### src/rtl/uart_tx_pkg.sv
package uart_tx_pkg;

    localparam int REG_W  = 8;
    localparam int ADDR_W = 2;

    // register select values
    localparam logic [ADDR_W-1:0] SEL_CTRL = 2'd0;
    localparam logic [ADDR_W-1:0] SEL_STAT = 2'd1;
    localparam logic [ADDR_W-1:0] SEL_DATA = 2'd2;

    // bit positions inside the control and status registers
    localparam int CTRL_BRK_BIT   = 0;
    localparam int CTRL_EN_BIT    = 1;
    localparam int STAT_EMPTY_BIT = 7;
    localparam int STAT_DONE_BIT  = 6;

    typedef struct packed {
        logic en;         // transmitter enabled
        logic brk;        // break control level
        logic empty_arm;  // status read saw empty set
        logic done_arm;   // status read saw complete set
        logic done;       // transmit-complete flag
    } ctl_state_t;

endpackage

### src/rtl/uart_tx_regs.sv
module uart_tx_regs
    import uart_tx_pkg::*;
#(
    parameter int DATA_W = 8
) (
    input  logic              clk,
    input  logic              rst_n,
    input  logic [ADDR_W-1:0] bus_addr,
    input  logic              bus_wr,
    input  logic              bus_rd,
    input  logic [REG_W-1:0]  bus_wdata,
    output logic [REG_W-1:0]  bus_rdata,
    input  logic              eng_pending,
    input  logic              eng_quiet,
    output logic              tx_en,
    output logic              brk_hold,
    output logic              brk_req,
    output logic              load_req,
    output logic [DATA_W-1:0] load_byte,
    output logic              empty_flag,
    output logic              done_flag
);

    ctl_state_t s_d, s_q;
    logic ctrl_wr, stat_rd, data_wr;

    assign ctrl_wr = bus_wr && (bus_addr == SEL_CTRL);
    assign stat_rd = bus_rd && (bus_addr == SEL_STAT);
    assign data_wr = bus_wr && (bus_addr == SEL_DATA);

    assign empty_flag = ~eng_pending;
    assign done_flag  = s_q.done;
    assign tx_en      = s_q.en;
    assign brk_hold   = s_q.brk;
    assign brk_req    = ctrl_wr && bus_wdata[CTRL_BRK_BIT];
    assign load_req   = data_wr && s_q.empty_arm;
    assign load_byte  = bus_wdata[DATA_W-1:0];

    always_comb begin
        s_d = s_q;
        if (ctrl_wr) begin
            s_d.en  = bus_wdata[CTRL_EN_BIT];
            s_d.brk = bus_wdata[CTRL_BRK_BIT];
        end
        if (stat_rd) begin
            if (empty_flag) s_d.empty_arm = 1'b1;
            if (s_q.done)   s_d.done_arm  = 1'b1;
        end
        if (eng_quiet) s_d.done = 1'b1;
        if (data_wr) begin
            s_d.empty_arm = 1'b0;
            s_d.done_arm  = 1'b0;
            if (load_req && s_q.done_arm) s_d.done = 1'b0;
        end
    end

    always_ff @(posedge clk or negedge rst_n) begin
        if (!rst_n) begin
            s_q <= '{en: 1'b0, brk: 1'b0, empty_arm: 1'b0, done_arm: 1'b0, done: 1'b1};
        end else begin
            s_q <= s_d;
        end
    end

    always_comb begin
        bus_rdata = '0;
        case (bus_addr)
            SEL_CTRL: begin
                bus_rdata[CTRL_BRK_BIT] = s_q.brk;
                bus_rdata[CTRL_EN_BIT]  = s_q.en;
            end
            SEL_STAT: begin
                bus_rdata[STAT_EMPTY_BIT] = empty_flag;
                bus_rdata[STAT_DONE_BIT]  = s_q.done;
            end
            default: bus_rdata = '0;
        endcase
    end

endmodule

### src/rtl/uart_tx_engine.sv
module uart_tx_engine #(
    parameter int DATA_W = 8
) (
    input  logic              clk,
    input  logic              rst_n,
    input  logic              baud_tick,
    input  logic              tx_en,
    input  logic              brk_hold,
    input  logic              brk_req,
    input  logic              load_req,
    input  logic [DATA_W-1:0] load_byte,
    output logic              txd,
    output logic              pending,
    output logic              quiet,
    output logic              active
);

    localparam int FRAME_W = DATA_W + 2;
    localparam int CNT_W   = $clog2(FRAME_W);

    typedef struct packed {
        logic               en_prev;
        logic               pre;
        logic               brk;
        logic               pend;
        logic [DATA_W-1:0]  hold;
        logic               active;
        logic [CNT_W-1:0]   cnt;
        logic [FRAME_W-1:0] shreg;
    } eng_state_t;

    eng_state_t s_d, s_q;
    logic rise, last_bit;

    assign rise     = tx_en & ~s_q.en_prev;
    assign last_bit = (s_q.cnt == CNT_W'(FRAME_W - 1));

    always_comb begin
        s_d = s_q;
        s_d.en_prev = tx_en;
        if (rise)    s_d.pre = 1'b1;
        if (brk_req) s_d.brk = 1'b1;
        if (!tx_en) begin
            s_d.pre = 1'b0;
            s_d.brk = 1'b0;
        end
        if (load_req) begin
            s_d.pend = 1'b1;
            s_d.hold = load_byte;
        end
        if (baud_tick) begin
            if (s_q.active && !last_bit) begin
                s_d.shreg = {1'b1, s_q.shreg[FRAME_W-1:1]};
                s_d.cnt   = s_q.cnt + CNT_W'(1);
            end else begin
                // frame boundary: pick the next character by priority
                s_d.active = 1'b0;
                s_d.cnt    = '0;
                if (tx_en) begin
                    if (s_q.pre || rise) begin
                        s_d.pre    = 1'b0;
                        s_d.shreg  = '1;
                        s_d.active = 1'b1;
                    end else if (s_q.brk || brk_req || brk_hold) begin
                        s_d.brk    = 1'b0;
                        s_d.shreg  = '0;
                        s_d.active = 1'b1;
                    end else if (s_q.pend) begin
                        s_d.pend   = 1'b0;
                        s_d.shreg  = {1'b1, s_q.hold, 1'b0};
                        s_d.active = 1'b1;
                    end
                end
            end
        end
    end

    always_ff @(posedge clk or negedge rst_n) begin
        if (!rst_n) begin
            s_q <= '0;
        end else begin
            s_q <= s_d;
        end
    end

    assign txd     = s_q.active ? s_q.shreg[0] : 1'b1;
    assign pending = s_q.pend;
    assign quiet   = ~(s_q.active | s_q.pend | s_q.pre | s_q.brk);
    assign active  = s_q.active;

endmodule

### src/rtl/uart_tx_top.sv
module uart_tx_top
    import uart_tx_pkg::*;
#(
    parameter int DATA_W = 8
) (
    input  logic              clk,
    input  logic              rst_n,
    input  logic              baud_tick,
    input  logic [ADDR_W-1:0] bus_addr,
    input  logic              bus_wr,
    input  logic              bus_rd,
    input  logic [REG_W-1:0]  bus_wdata,
    output logic [REG_W-1:0]  bus_rdata,
    output logic              txd
);

    logic              tx_en, brk_hold, brk_req, load_req;
    logic [DATA_W-1:0] load_byte;
    logic              eng_pending, eng_quiet, eng_active;
    logic              empty_flag, done_flag;

    uart_tx_regs #(.DATA_W(DATA_W)) u_regs (
        .clk         (clk),
        .rst_n       (rst_n),
        .bus_addr    (bus_addr),
        .bus_wr      (bus_wr),
        .bus_rd      (bus_rd),
        .bus_wdata   (bus_wdata),
        .bus_rdata   (bus_rdata),
        .eng_pending (eng_pending),
        .eng_quiet   (eng_quiet),
        .tx_en       (tx_en),
        .brk_hold    (brk_hold),
        .brk_req     (brk_req),
        .load_req    (load_req),
        .load_byte   (load_byte),
        .empty_flag  (empty_flag),
        .done_flag   (done_flag)
    );

    uart_tx_engine #(.DATA_W(DATA_W)) u_engine (
        .clk       (clk),
        .rst_n     (rst_n),
        .baud_tick (baud_tick),
        .tx_en     (tx_en),
        .brk_hold  (brk_hold),
        .brk_req   (brk_req),
        .load_req  (load_req),
        .load_byte (load_byte),
        .txd       (txd),
        .pending   (eng_pending),
        .quiet     (eng_quiet),
        .active    (eng_active)
    );

endmodule

### config.mk
export PLATFORM = sky130hd
export DESIGN_NAME = uart_tx_top
export DESIGN_NICKNAME = d
export VERILOG_FILES = /design/src/rtl/uart_tx_pkg.sv /design/src/rtl/uart_tx_regs.sv /design/src/rtl/uart_tx_engine.sv /design/src/rtl/uart_tx_top.sv
export SDC_FILE = /design/constraint.sdc
export NUM_CORES = 1
export LEC_CHECK = 0
export BUFFER_PORTS_ARGS = -buffer_cell sky130_fd_sc_hd__buf_4
export CELL_PAD_IN_SITES_DETAIL_PLACEMENT = 1
export CELL_PAD_IN_SITES_GLOBAL_PLACEMENT = 1
export CORE_ASPECT_RATIO = 1.1
export CORE_UTILIZATION = 43
export CTS_CLUSTER_DIAMETER = 150
export DETAILED_ROUTE_END_ITERATION = 12
export GPL_TIMING_DRIVEN = 0
export PLACE_DENSITY_LB_ADDON = 0.08
export SYNTH_ARGS = -nofsm -noshare
export SYNTH_HDL_FRONTEND = slang
export SYNTH_SLANG_ARGS = --single-unit
export TNS_END_PERCENT = 1
### constraint.sdc
create_clock -name clk -period 2.1 [get_ports clk]
set_input_delay 0.21 -clock clk [delete_from_list [all_inputs] [get_ports clk]]
set_output_delay 0.21 -clock clk [all_outputs]
set_load 0.01 [all_outputs]
Word level (Yosys, flattened, before mapping)
Cells that the tools add are included.
- register bits: 32
- bits in latches: 0
- memory bits (writable): 0
- memory bits (read-only): 0
- input bits: 15
- logic and storage cells: 75
- memories: 0
- $add $sub $neg: 1
- $mul: 0
- divide/modulo/power cells: 0
- order comparisons: 0
- equality and inequality tests: 4
- shift-type cells: 0
- muxes and demuxes: 30
- bitwise logic cells: 7
- reduce and logical (&&, ||, !) cells: 20
- operators with widths (cell ; number):
    $mux 10 ; 4
    $mux 1 ; 15
    $mux 14 ; 1
    $mux 3 ; 4
    $mux 2 ; 5
    $mux 9 ; 1
    $logic_and 1x1->1 ; 7
    $reduce_and 2->1 ; 3
    $reduce_bool 2->1 ; 3
    $add 4x1->4 const B ; 1
    $eq 4x4->1 const B ; 1
    $reduce_bool 4->1 ; 1
    $logic_or 1x1->1 ; 3
    $not 1->1 ; 3
    $or 1x1->1 ; 3
    $reduce_and 3->1 ; 1
    $eq 2x1->1 const B ; 1
    $eq 2x2->1 const B ; 1
    $logic_not 2->1 ; 1
    $ne 2x2->1 const B ; 1
    $and 1x1->1 ; 1
    $logic_not 1->1 ; 1

Logic depth before layout (Yosys ltp)
Gate-level depths: netlist of the first run.
- word-level depth: 10
- depth in mapped cells: 7

Modules after synthesis
From an unflattened synthesis of the first run, not the netlist that was laid out.
- cells, all modules: 140
- area total of the unflattened synthesis: 1794.2 um2
- by module, submodules not included (module ; times used ; cells each ; area each (um2)):
    uart_tx_engine ; 1 ; 103 ; 1427.6
    uart_tx_regs ; 1 ; 37 ; 366.6

Worst setup path before layout of the first run
OpenSTA, ideal clock, no wires.
- path kind: reg-to-reg
- start point: register u_engine.s_q[11] (netlist bit)
- end point: register u_engine.s_q[1] (netlist bit)
- arrival: 1727 ps
- required time: 1975 ps
- setup slack: 248 ps
- stages on the path, launching flop included: 8
- path buffers: 1
- cells stage by stage: dfrtp_1 > inv_1 > ha_1 > nand3b_4 > a2111oi_2 > a311oi_2 > buf_6 > mux2_4
- longest elaborated chain between the ends: 5
- elaborated cells between the ends (all ways): 7
- classes of those cells: 1 x eq/ne; 1 x mux; 5 x reduce/logical
- RTL lines (item ; RTL line ; RTL):
    start: declaration ; uart_tx_engine.sv:32 ; eng_state_t s_d, s_q;
    start signal: assignment ; uart_tx_engine.sv:80 ; s_q <= '0;
    start signal: assignment ; uart_tx_engine.sv:82 ; s_q <= s_d;
    $eq 4x4->1 (*) ; uart_tx_engine.sv:36 ; assign last_bit = (s_q.cnt == CNT_W'(FRAME_W - 1));
    $logic_not 1->1 (*) ; uart_tx_engine.sv:52 ; if (s_q.active && !last_bit) begin
    $logic_and 1x1->1 (*) ; uart_tx_engine.sv:52 ;
    $reduce_bool 4->1 (no line) / $reduce_bool 2->1 (equally long branches) ; - ;
    $reduce_and 3->1 (no line) ; - ;
Mark *: on every way between the ends. The rest lies on a longest branch, timed or not.
A chain may end at the register's enable or synchronous reset.

Worst setup path after layout of the first run
- start point: register u_engine.s_q[11] (netlist bit)
- end point: register u_engine.s_q[3] (netlist bit)
The elaborated chain is that of the path after synthesis.

==> key figures, run 1 <==
Placed design
  – Placed instance count: 227
  – Global placement routability congestion: 0.734
  – HPWL after DPL: 2.52 mm
  – Port Buffers: 18

Critical path
  – R2r worst-path depth: 7
  – Crit-path max FO: 10
  – CP startpoint kind: flip-flop
  – Slowest CP cell: dfrtp_1
  – WP buf/inv: 2
  – Slowest cell delay on critical path: 400 ps
  – R2R Setup Slk: 100 ps
  – Critical R2R Launch: u_engine.s_q[11]$_DFFE_PN0P_
  – Worst EP arrival: 2160 ps
  – Critical-path cell list: inv_1 > ha_1 > nand3b_4 > a2111oi_4 > a311oi_2 > buf_6 > mux2_4
  – CP endpoint kind: flip-flop
  – Setup CP Type: flip-flop to flip-flop
  – Required time worst endpoint: 2270 ps
  – Worst r2r dst: u_engine.s_q[3]$_DFFE_PN0P_
  – CP delay by family, top: compound AO/OA/AOI/OAI gates

Power
  – Leak Pwr: 0.000976 uW
  – Design Power: 2340 uW
  – Pwr dens: 1190 nW/um^2
  – VDD IR-drop max: 0.560 mV

Timing
  – Min Tclk post-route: 2000 ps
  – Setup_tns: 0 ps
  – Slew headroom: 0.669
  – Final Cycle Share: 0.951
  – Final Skew: 6.03 ps
  – Final setup vio count: 0
  – Least-Margin Pin Slew: 495 ps
  – Final hold vios: 0
  – RSZ-0062 raised after global routing: false
  – Fin. max-slew vios: 0
  – Maximum operating frequency: 501 MHz

Layout
  – Commonest non-fill, non-tap cell in the layout: nand2_1
  – Filler cell count: 428
  – Nets: 202
  – Diodes inserted: 0
  – Layout Cells excl Fill: 236
  – Area growth, synth to finish: 21.4%
  – Most frequent cells in the layout: 34 x nand2_1, 31 x dfrtp_1, 22 x buf_4
  – Ratio of cells with drive above 1 in the final layout: 0.263

Worst hold path
  – Hold crit path type: primary input to flip-flop
  – Hold wc startpoint: bus_wdata[4]
  – Worst hold endpoint: u_engine.s_q[19]$_DFFE_PN0P_
  – Hold path cells: 3

Floorplan
  – Die Span Y: 66.4 um
  – Core area: 3630 um^2
  – Die Area: 4020 um^2
  – Initial Utilization: 0.447
  – Row count: 23
  – I/O pin total: 24
  – DIE WIDTH: 60.5 um

Synth
  – Yosys warning total: 0
  – Post-Syn Area: 1620 um^2
  – Post-synthesis sequential area ratio: 0.495
  – Syn_area_per_cell: 10.4 um^2
  – Async SR Flop Fraction: 1.00
  – Post-synth EDFFs: 0
  – Top FF cell, synth: dfrtp_1
  – Library cells used by synthesis: 38
  – Synth Register Bits: 32
  – Synthesized instance count: 156

Detailed routing
  – TritonRoute pass-1 iters: 4
  – WL/cell: 15.0 um
  – Final ANT Viol Nets: 0
  – DRT Wirelength: 3.55 mm
  – # DRC: 0
  – Drt first-iter violations: 33
  – Vias per cell: 5.12
  – DR vias: 1208

CTS
  – CTS buffer count: 5
  – TritonCTS clock tree: done
  – Worst-path clk slew: 70 ps
  – H-tree Lvls: 2
  – Root buf cell: clkbuf_8
  – Worst-case clock buffer depth: 2
  – Later-pin clock latency in the skew report: 280 ps
  – CTS sink cnt: 32

GRT
  – Initial antenna violation count: 0
  – Vias in the first global route: 1223
  – Largest net degree at the start of global routing: 33
  – First-pass GRT wire length: 5.81 mm
  – Overall routing resource usage: 0.199
  – Grt total ovfl: 0

Run status
  – Outcome: finished clean

Job
  – Max-cap viol count: 0
flip-flops by register name (all words and copies together), names as in the netlist:
signal	flops
u_engine.s_q	25
u_regs.s_q	2
u_engine.active	1
u_engine.pending	1
u_regs.brk_hold	1
u_regs.done_flag	1
u_regs.tx_en	1
stage by stage:
stage | instance area [um^2] | util | setup slack, ps | hold WS, ps
after global placement | 1830 | 0.504 | -3.07 | 168
after global routing | 1970 | 0.542 | 15.7 | 117
after detailed placement | 1830 | 0.504 | -59.1 | 179
final | 1970 | 0.542 | 102 | 112
after CTS | 1950 | 0.537 | 45.7 | 105
after floorplan | 1630 | - | 248 | -85.6
cell families (layout without fill, tap and decap cells):
| family | after synthesis | count (layout) | synth area share |
|---|---|---|---|
| mux | 12 | 12 | 0.100 |
| compound gates | 30 | 30 | 0.137 |
| buf+inv | 18 | 45 | 0.0564 |
| flops | 32 | 32 | 0.495 |
| fa+ha+maj | 2 | 2 | 0.0154 |
| other cells | 1 | 4 | 0.00231 |
| simple gates | 61 | 61 | 0.194 |
cell usage after synthesis, types with 2 or more instances:
cell type,number,area (um^2)
buf_4,4,30.0
a21o_1,2,15.0
clkbuf_1,4,15.0
a2bb2oi_1,8,70.1
a31oi_1,3,18.8
o21ai_0,4,20.0
nor2_1,5,18.8
ha_1,2,25.0
and2_1,2,12.5
mux2i_1,2,20.0
nand2_1,34,128
inv_1,7,26.3
a21oi_1,7,35.0
mux2_2,2,22.5
dfrtp_1,31,776
nand3_1,10,50.1
mux2_4,8,120
layer usage:
metal | share of wire | track usage | vias up
met5 | 0 | 0 | -
met4 | 0.0065 | 0.0767 | 0
met3 | 0.028 | 0.0470 | 2
met2 | 0.50 | 0.309 | 19
met1 | 0.47 | 0.266 | 596
li1 | - | - | 591
tightest hold or removal path, delay by kind of cell:
family	cells	cell delay, ps
buffers and inverters	1	80
AND/OR/NAND/NOR	2	80
cell type report:
class                      count  area, um^2  share of cell area
sequential                    32         802               0.408
multi-input combinational    109         757               0.385
timing repair buffer          19         145              0.0738
clock buffer                   6        72.6              0.0369
buffer                        10        62.6              0.0318
tap                           50        62.6              0.0318
clock inverter                 2        35.0              0.0178
inverter                       8        30.0              0.0153
power breakdown:
| part | switching (uW) | internal (uW) |
|---|---|---|
| Combinational | 342 | 420 |
| Sequential | 153 | 841 |
| Clock | 232 | 352 |
repair_timing:
action / CTS / global route
hold buffers: 1 / 0
gates resized for setup: 1 / 2
endpoints found under the hold margin: 31 / 0
setup endpoints to repair: 8 / 8
setup buffers: 0 / 0
pin swaps: 0 / 0
how the worst max path moves through the flow:
stage / cells after the start / start / slack, ps / to
2_1_floorplan: 7 / u_engine.s_q[11]$_DFFE_PN0P_ / 250 / u_engine.s_q[1]$_DFFE_PN0P_
3_3_place_gp: 7 / u_engine.s_q[11]$_DFFE_PN0P_ / -3 / u_engine.s_q[2]$_DFFE_PN0P_
6_report: 7 / u_engine.s_q[11]$_DFFE_PN0P_ / 100 / u_engine.s_q[3]$_DFFE_PN0P_
3_5_place_dp: 7 / u_engine.s_q[11]$_DFFE_PN0P_ / -60 / u_engine.s_q[3]$_DFFE_PN0P_
4_1_cts: 7 / u_engine.s_q[11]$_DFFE_PN0P_ / 50 / u_engine.s_q[3]$_DFFE_PN0P_
5_1_grt: 7 / u_engine.s_q[11]$_DFFE_PN0P_ / 20 / u_engine.s_q[7]$_DFFE_PN0P_
Power figures use the tool's default switching activity.
==> run 2, diff against run 1 <==
CORE_UTILIZATION = 39   (was 43)
TNS_END_PERCENT = unset   (was 1)
clock period = 1.6 ns   (was 2.1 ns; I/O delays follow)
==> run 2 against run 1 <==
  * The run now ends with negative setup slack left
  * Cell count up 4.7%
  * Sequential cell count stayed put
  * Power grew 38%
  * Via count up 7.0%
  * Count of clock-buffer cells in the layout did not move
  * Worst setup slack got worse by 340 ps
  * Register-to-register slack lost 340 ps
  * Non-clock buffer count up 9
  * First-iteration DRC count rose by 61%
  * Fmax grew 8.6%
  * Clock skew up 0.70 ps
  * Hold slack got worse by 55 ps
==> key figures, run 2 (synthesis gave the netlist of run 1 again) <==
Run status
  – Outcome: complete, but fails checks
  – Failing checks: negative setup slack

Layout
  – Biggest regs: u_engine.s_q (25), u_regs.s_q (2)
  – Layout Cells excl Fill: 247
  – Ratio of cells with drive above 1 in the final layout: 0.313
  – Diodes inserted: 0
  – Final instance area: 2060 um^2
  – Most flops, register: u_engine.s_q
  – Most frequent cells in the layout: 34 x nand2_1, 31 x buf_4, 31 x dfrtp_1
  – Storage element area: 802 um^2
  – Area of the multi-input gates: 769 um^2
  – Max reg flops: 25
  – Area growth, synth to finish: 27.3%
  – Filler cell count: 470
  – Final core occ: 0.521
  – Commonest non-fill, non-tap cell in the layout: nand2_1
  – Nets: 211

Critical path
  – Worst r2r dst: u_engine.s_q[4]$_DFFE_PN0P_
  – Slowest CP cell: dfrtp_1
  – Crit-path max FO: 5
  – R2r worst-path depth: 7
  – R2R Setup Slk: -240 ps
  – CP endpoint kind: flip-flop
  – Required time worst endpoint: 1780 ps
  – Worst EP arrival: 2020 ps
  – CP startpoint kind: flip-flop
  – Critical-path cell list: inv_2 > ha_4 > nand3b_4 > a2111oi_4 > a311oi_2 > buf_4 > mux2_4
  – Setup CP Type: flip-flop to flip-flop
  – Slowest cell delay on critical path: 400 ps
  – Critical R2R Launch: u_engine.s_q[11]$_DFFE_PN0P_

Timing
  – Final Cycle Share: 1.15
  – Slew headroom: 0.657
  – RSZ-0062 raised after global routing: true
  – Least-Margin Pin Slew: 512 ps
  – Final Skew: 6.73 ps
  – Min Tclk post-route: 1840 ps
  – Final hold vios: 0
  – Final worst slack: -240 ps
  – Maximum operating frequency: 543 MHz
  – Fin. max-slew vios: 0
  – Final setup vio count: 12

Placed design
  – Placed instance count: 229
  – Global placement routability congestion: 0.734
  – HPWL after DPL: 2.59 mm
  – Placed inst area: 1850 um^2
  – Port Buffers: 18

CTS
  – Later-pin clock latency in the skew report: 290 ps
  – H-tree Lvls: 2
  – CTS sink cnt: 32
  – Worst-case clock buffer depth: 2
  – TritonCTS clock tree: done
  – Worst-path clk slew: 70 ps
  – CTS buffer count: 5
  – Root buf cell: clkbuf_8

Worst hold path
  – Hold crit path type: primary input to flip-flop
  – Hold wc startpoint: bus_wdata[7]
  – Worst hold endpoint: u_engine.s_q[22]$_DFFE_PN0P_
  – Hold path cells: 3

Floorplan
  – Core area: 3960 um^2
  – DIE WIDTH: 63.5 um
  – I/O pin total: 24
  – Die Area: 4420 um^2
  – Row count: 24
  – Initial Utilization: 0.409
  – Die Span Y: 69.6 um

Power
  – VDD IR-drop max: 0.622 mV
  – Pwr dens: 1560 nW/um^2
  – Leak Pwr: 0.00103 uW

Detailed routing
  – DRT Wirelength: 3.75 mm
  – Vias per cell: 5.23
  – Drt first-iter violations: 53
  – TritonRoute pass-1 iters: 4
  – DR vias: 1293
  – # DRC: 0
  – Final ANT Viol Nets: 0
  – WL/cell: 15.2 um

GRT
  – Overall routing resource usage: 0.197
  – Initial antenna violation count: 0
  – Grt total ovfl: 0
  – Vias in the first global route: 1349
  – First-pass GRT wire length: 6.58 mm
  – Largest net degree at the start of global routing: 33

Job
  – Max-cap viol count: 0
[run 2: cell types whose count changed in the layout (fill, tap and decap cells not counted), sizes merged]
cell	change
buf	+10
clkbuf	-1
[run 2: final cells by class]
type,count,share of cell area
sequential,32,0.389
multi-input combinational,109,0.373
timing repair buffer,28,0.103
buffer,10,0.0370
clock buffer,6,0.0352
tap,52,0.0315
clock inverter,2,0.0170
inverter,8,0.0146
[run 2: worst max path at each step]
stage	startpoint	endpoint
final	u_engine.s_q[11]$_DFFE_PN0P_	u_engine.s_q[4]$_DFFE_PN0P_
after global routing	u_engine.s_q[11]$_DFFE_PN0P_	u_engine.s_q[4]$_DFFE_PN0P_
after CTS	u_engine.s_q[11]$_DFFE_PN0P_	u_engine.s_q[4]$_DFFE_PN0P_
after detailed placement	u_engine.s_q[11]$_DFFE_PN0P_	u_engine.s_q[7]$_DFFE_PN0P_
after global placement	u_engine.s_q[11]$_DFFE_PN0P_	u_engine.s_q[1]$_DFFE_PN0P_
after floorplan	u_engine.s_q[11]$_DFFE_PN0P_	u_engine.s_q[1]$_DFFE_PN0P_
[run 2: metrics by stage]
stage | power [uW] | setup slack (ps) | setup TNS, ps | hold slack [ps]
after floorplan | 2040 | -180 | -1530 | -136
after global placement | 2270 | -377 | -4030 | 120
after detailed placement | 2330 | -386 | -4200 | 128
after CTS | 3230 | -277 | -2710 | 51.1
after global routing | 3430 | -356 | -3890 | 63.7
final | 3220 | -240 | -2420 | 57.0
[run 2: repair_timing]
action,CTS,global route
setup endpoints to repair,16,14
gates cloned,1,0
gates resized for setup,7,1
hold buffers,1,0
setup buffers,7,1
pin swaps,2,2
endpoints found under the hold margin,31,0
[run 2: worst max-delay path: cells and delay by family, from the launching register on]
family | cells | cell delay, ps
AO/OA/AOI/OAI | 2 | 510
flip-flops | 1 | 400
multiplexers | 1 | 290
buffers and inverters | 2 | 280
adder cells (fa/ha/maj) | 1 | 130
AND/OR/NAND/NOR | 1 | 120
[run 2: per-layer routing]
layer,part of all wire,global-route usage,up-vias,wire length (um)
li1,-,-,613,-
met3,0.035,0.0543,7,130
met5,0,0,-,0
met2,0.51,0.313,24,1900
met4,0.019,0.0833,0,70
met1,0.44,0.247,649,1650
[run 2: power breakdown]
part / leakage [uW] / internal (uW) / switching (uW)
Clock: 0.0000552 / 462 / 322
Sequential: 0.000391 / 1100 / 202
Combinational: 0.000580 / 643 / 486
Total: 0.00103 / 2210 / 1010
==> run 3, diff against run 2 <==
ABC_AREA = 1   (was unset)
CORE_UTILIZATION = 37   (was 39)
==> run 3 against run 2 <==
  * The run now ends clean
  * First-iteration DRC count fell by 36%
  * Synthesized cell count rose by 42%
  * Clock skew fell by 3.9 ps
  * Clock power fell by 19%
  * Cell count rose by 24%
  * Count of clock-buffer cells in the layout rose by 2
  * Global-route usage fell by 2.2 points
  * Critical path depth rose by 3
  * Sequential cell count did not move
  * Critical path type unchanged
==> key figures, run 3 <==
Run status
  – Outcome: finished clean

Layout
  – Final core occ: 0.470
  – Most frequent cells in the layout: 65 x nand2_1, 31 x dfrtp_1, 30 x inv_1
  – Filler cell count: 559
  – Most flops, register: u_engine.s_q
  – Ratio of cells with drive above 1 in the final layout: 0.230
  – Nets: 268
  – Layout Cells excl Fill: 306
  – Area growth, synth to finish: 19.9%
  – Max reg flops: 25
  – Final instance area: 2060 um^2
  – Diodes inserted: 0
  – Biggest regs: u_engine.s_q (25), u_regs.s_q (2)
  – Commonest non-fill, non-tap cell in the layout: nand2_1

Timing
  – Final Cycle Share: 0.909
  – Maximum operating frequency: 688 MHz
  – Final Skew: 2.86 ps
  – Fin. max-slew vios: 0
  – RSZ-0062 raised after global routing: true
  – Setup_tns: 0 ps
  – Final setup vio count: 0
  – Final hold vios: 0
  – Min Tclk post-route: 1450 ps

Power
  – Design Power: 3030 uW
  – VDD IR-drop max: 0.641 mV
  – Leak Pwr: 0.00117 uW
  – Pwr dens: 1470 nW/um^2

Critical path
  – Worst r2r dst: u_engine.s_q[3]$_DFFE_PN0P_
  – R2r worst-path depth: 10
  – Worst EP arrival: 1630 ps
  – CP endpoint kind: flip-flop
  – Required time worst endpoint: 1780 ps
  – Crit. Startpoint: u_engine.s_q[10]$_DFFE_PN0P_
  – Crit path to: u_engine.s_q[3]$_DFFE_PN0P_
  – Setup CP Type: flip-flop to flip-flop
  – CP startpoint kind: flip-flop
  – Critical R2R Launch: u_engine.s_q[10]$_DFFE_PN0P_
  – R2R Setup Slk: 150 ps
  – Crit-path max FO: 10

Synth
  – Yosys top cell area share: 0.452
  – Dominant cells by area after synthesis: dfrtp_1 45%, nand2_1 15%, inv_1 6.8%
  – Largest area contributor in the netlist: dfrtp_1
  – Synthesized instance count: 221
  – Synth Register Bits: 32
  – Syn_area_per_cell: 7.77 um^2
  – Post-synth EDFFs: 0
  – Post-Syn Area: 1720 um^2
  – Top FF cell, synth: dfrtp_1
  – Yosys warning total: 0
  – Library cells used by synthesis: 31
  – Post-synth top cells: 67 x nand2_1, 31 x dfrtp_1, 31 x inv_1
  – Post-synthesis sequential area ratio: 0.467
  – Count leader, synth: nand2_1
  – Async SR Flop Fraction: 1.00

GRT
  – Vias in the first global route: 1395
  – GR peak layer: met2
  – Largest net degree at the start of global routing: 33
  – Met2 Use GR: 0.272
  – Initial antenna violation count: 0
  – Grt total ovfl: 0
  – Overall routing resource usage: 0.175
  – Met3 GRT Util: 0.0512
  – First-pass GRT wire length: 6.29 mm
  – Met1 usage: 0.228

Placed design
  – Port Buffers: 18
  – HPWL after DPL: 2.67 mm
  – Placed instance count: 296
  – Global placement routability congestion: 0.706
  – Placed inst area: 1930 um^2

CTS
  – Worst-case clock buffer depth: 2
  – Root buf cell: clkbuf_8
  – TritonCTS clock tree: done
  – Worst-path clk slew: 60 ps
  – Later-pin clock latency in the skew report: 280 ps
  – CTS sink cnt: 32
  – CTS buffer count: 5
  – H-tree Lvls: 2

Detailed routing
  – Vias per cell: 4.49
  – Drt first-iter violations: 34
  – DR vias: 1375
  – DRT Wirelength: 3.73 mm
  – Final ANT Viol Nets: 0
  – WL/cell: 12.2 um
  – # DRC: 0
  – TritonRoute pass-1 iters: 4

Worst hold path
  – Hold crit path type: primary input to flip-flop

Floorplan
  – Die Area: 4920 um^2
  – I/O pin total: 24
  – Die Span Y: 73.4 um
  – DIE WIDTH: 66.9 um
  – Row count: 25
  – Initial Utilization: 0.392
  – Core area: 4380 um^2

Job
  – Max-cap viol count: 0
run 3: cell types whose count changed after synthesis, sizes merged, moves of 3 or more:
cell / delta
nand2: +36
mux2: -10
a21oi: +5
nor2: +27
buf: +4
inv: +27
nand3: +3
a2bb2oi: -8
clkbuf: -4
nor3: +3
run 3: per-stage QoR:
step,setup slack (ps),hold WS (ps)
after floorplan,268,-136
after global placement,49.8,134
after detailed placement,39.2,132
after CTS,20.3,107
after global routing,-7.42,122
final,146,117
run 3: layer usage:
metal | wire [um] | up-vias
met4 | 55 | 0
met5 | 0 | -
met3 | 157 | 6
met2 | 1720 | 29
met1 | 1800 | 622
li1 | - | 718
run 3: worst min-delay path by stage:
stage	slack, ps	from	end	depth (start not counted)
finish	120	bus_wdata[1]	u_regs.tx_en$_DFFE_PN0N_	3
CTS	110	bus_wdata[1]	u_regs.tx_en$_DFFE_PN0N_	3
detailed placement	130	rst_n	u_engine.s_q[10]$_DFFE_PN0P_	1
global placement	130	rst_n	u_engine.s_q[10]$_DFFE_PN0P_	1
floorplan	-140	rst_n	u_engine.active$_DFFE_PN0P_	0
global route	120	bus_wdata[3]	u_engine.s_q[18]$_DFFE_PN0P_	3
run 3: cell type report:
type	count	area, um^2	area share
plain buffers	10	80.1	0.0389
clock buffers	8	90.1	0.0438
inverters	34	128	0.0620
multi-input cells	148	738	0.359
flip-flops and latches	32	802	0.390
well taps	54	67.6	0.0328
repair buffers	20	153	0.0742
run 3: repair_timing:
| item | in CTS | in global routing |
|---|---|---|
| endpoints found under the setup margin | 0 | 15 |
| resized for setup | 0 | 11 |
| hold buffers | 1 | 0 |
| setup buffers | 0 | 1 |
| hold endpoints to repair | 31 | 0 |
run 3: kinds of logic (layout without fill, tap and decap cells):
kind of cell               Yosys count  count (layout)  share of synthesized area
other                                1               4                    0.00218
xor gates and xnor gates             2               2                     0.0102
adders and majority gates            2               2                     0.0146
DFF                                 32              32                      0.467
AOI/OAI and AO/OA                   20              20                     0.0787
buffers and inverters               44              72                      0.117
muxes                                1               1                    0.00583
and+or+nand+nor                    119             119                      0.305
run 3: critical path, cell delays in order (launching register included):
cell and delay (ps):
dfrtp_1 410, ha_1 200, nand3_1 100, nand2_2 80, inv_2 70, buf_4 170
nor2_1 50, nand2_1 90, nand2_1 60, nand2_1 60, nand2_1 50
run 3: where the power goes:
group,internal (uW),switching [uW],total [uW]
clock,350,282,632
combinational,456,671,1130
sequential,1120,155,1280
total,1930,1110,3030
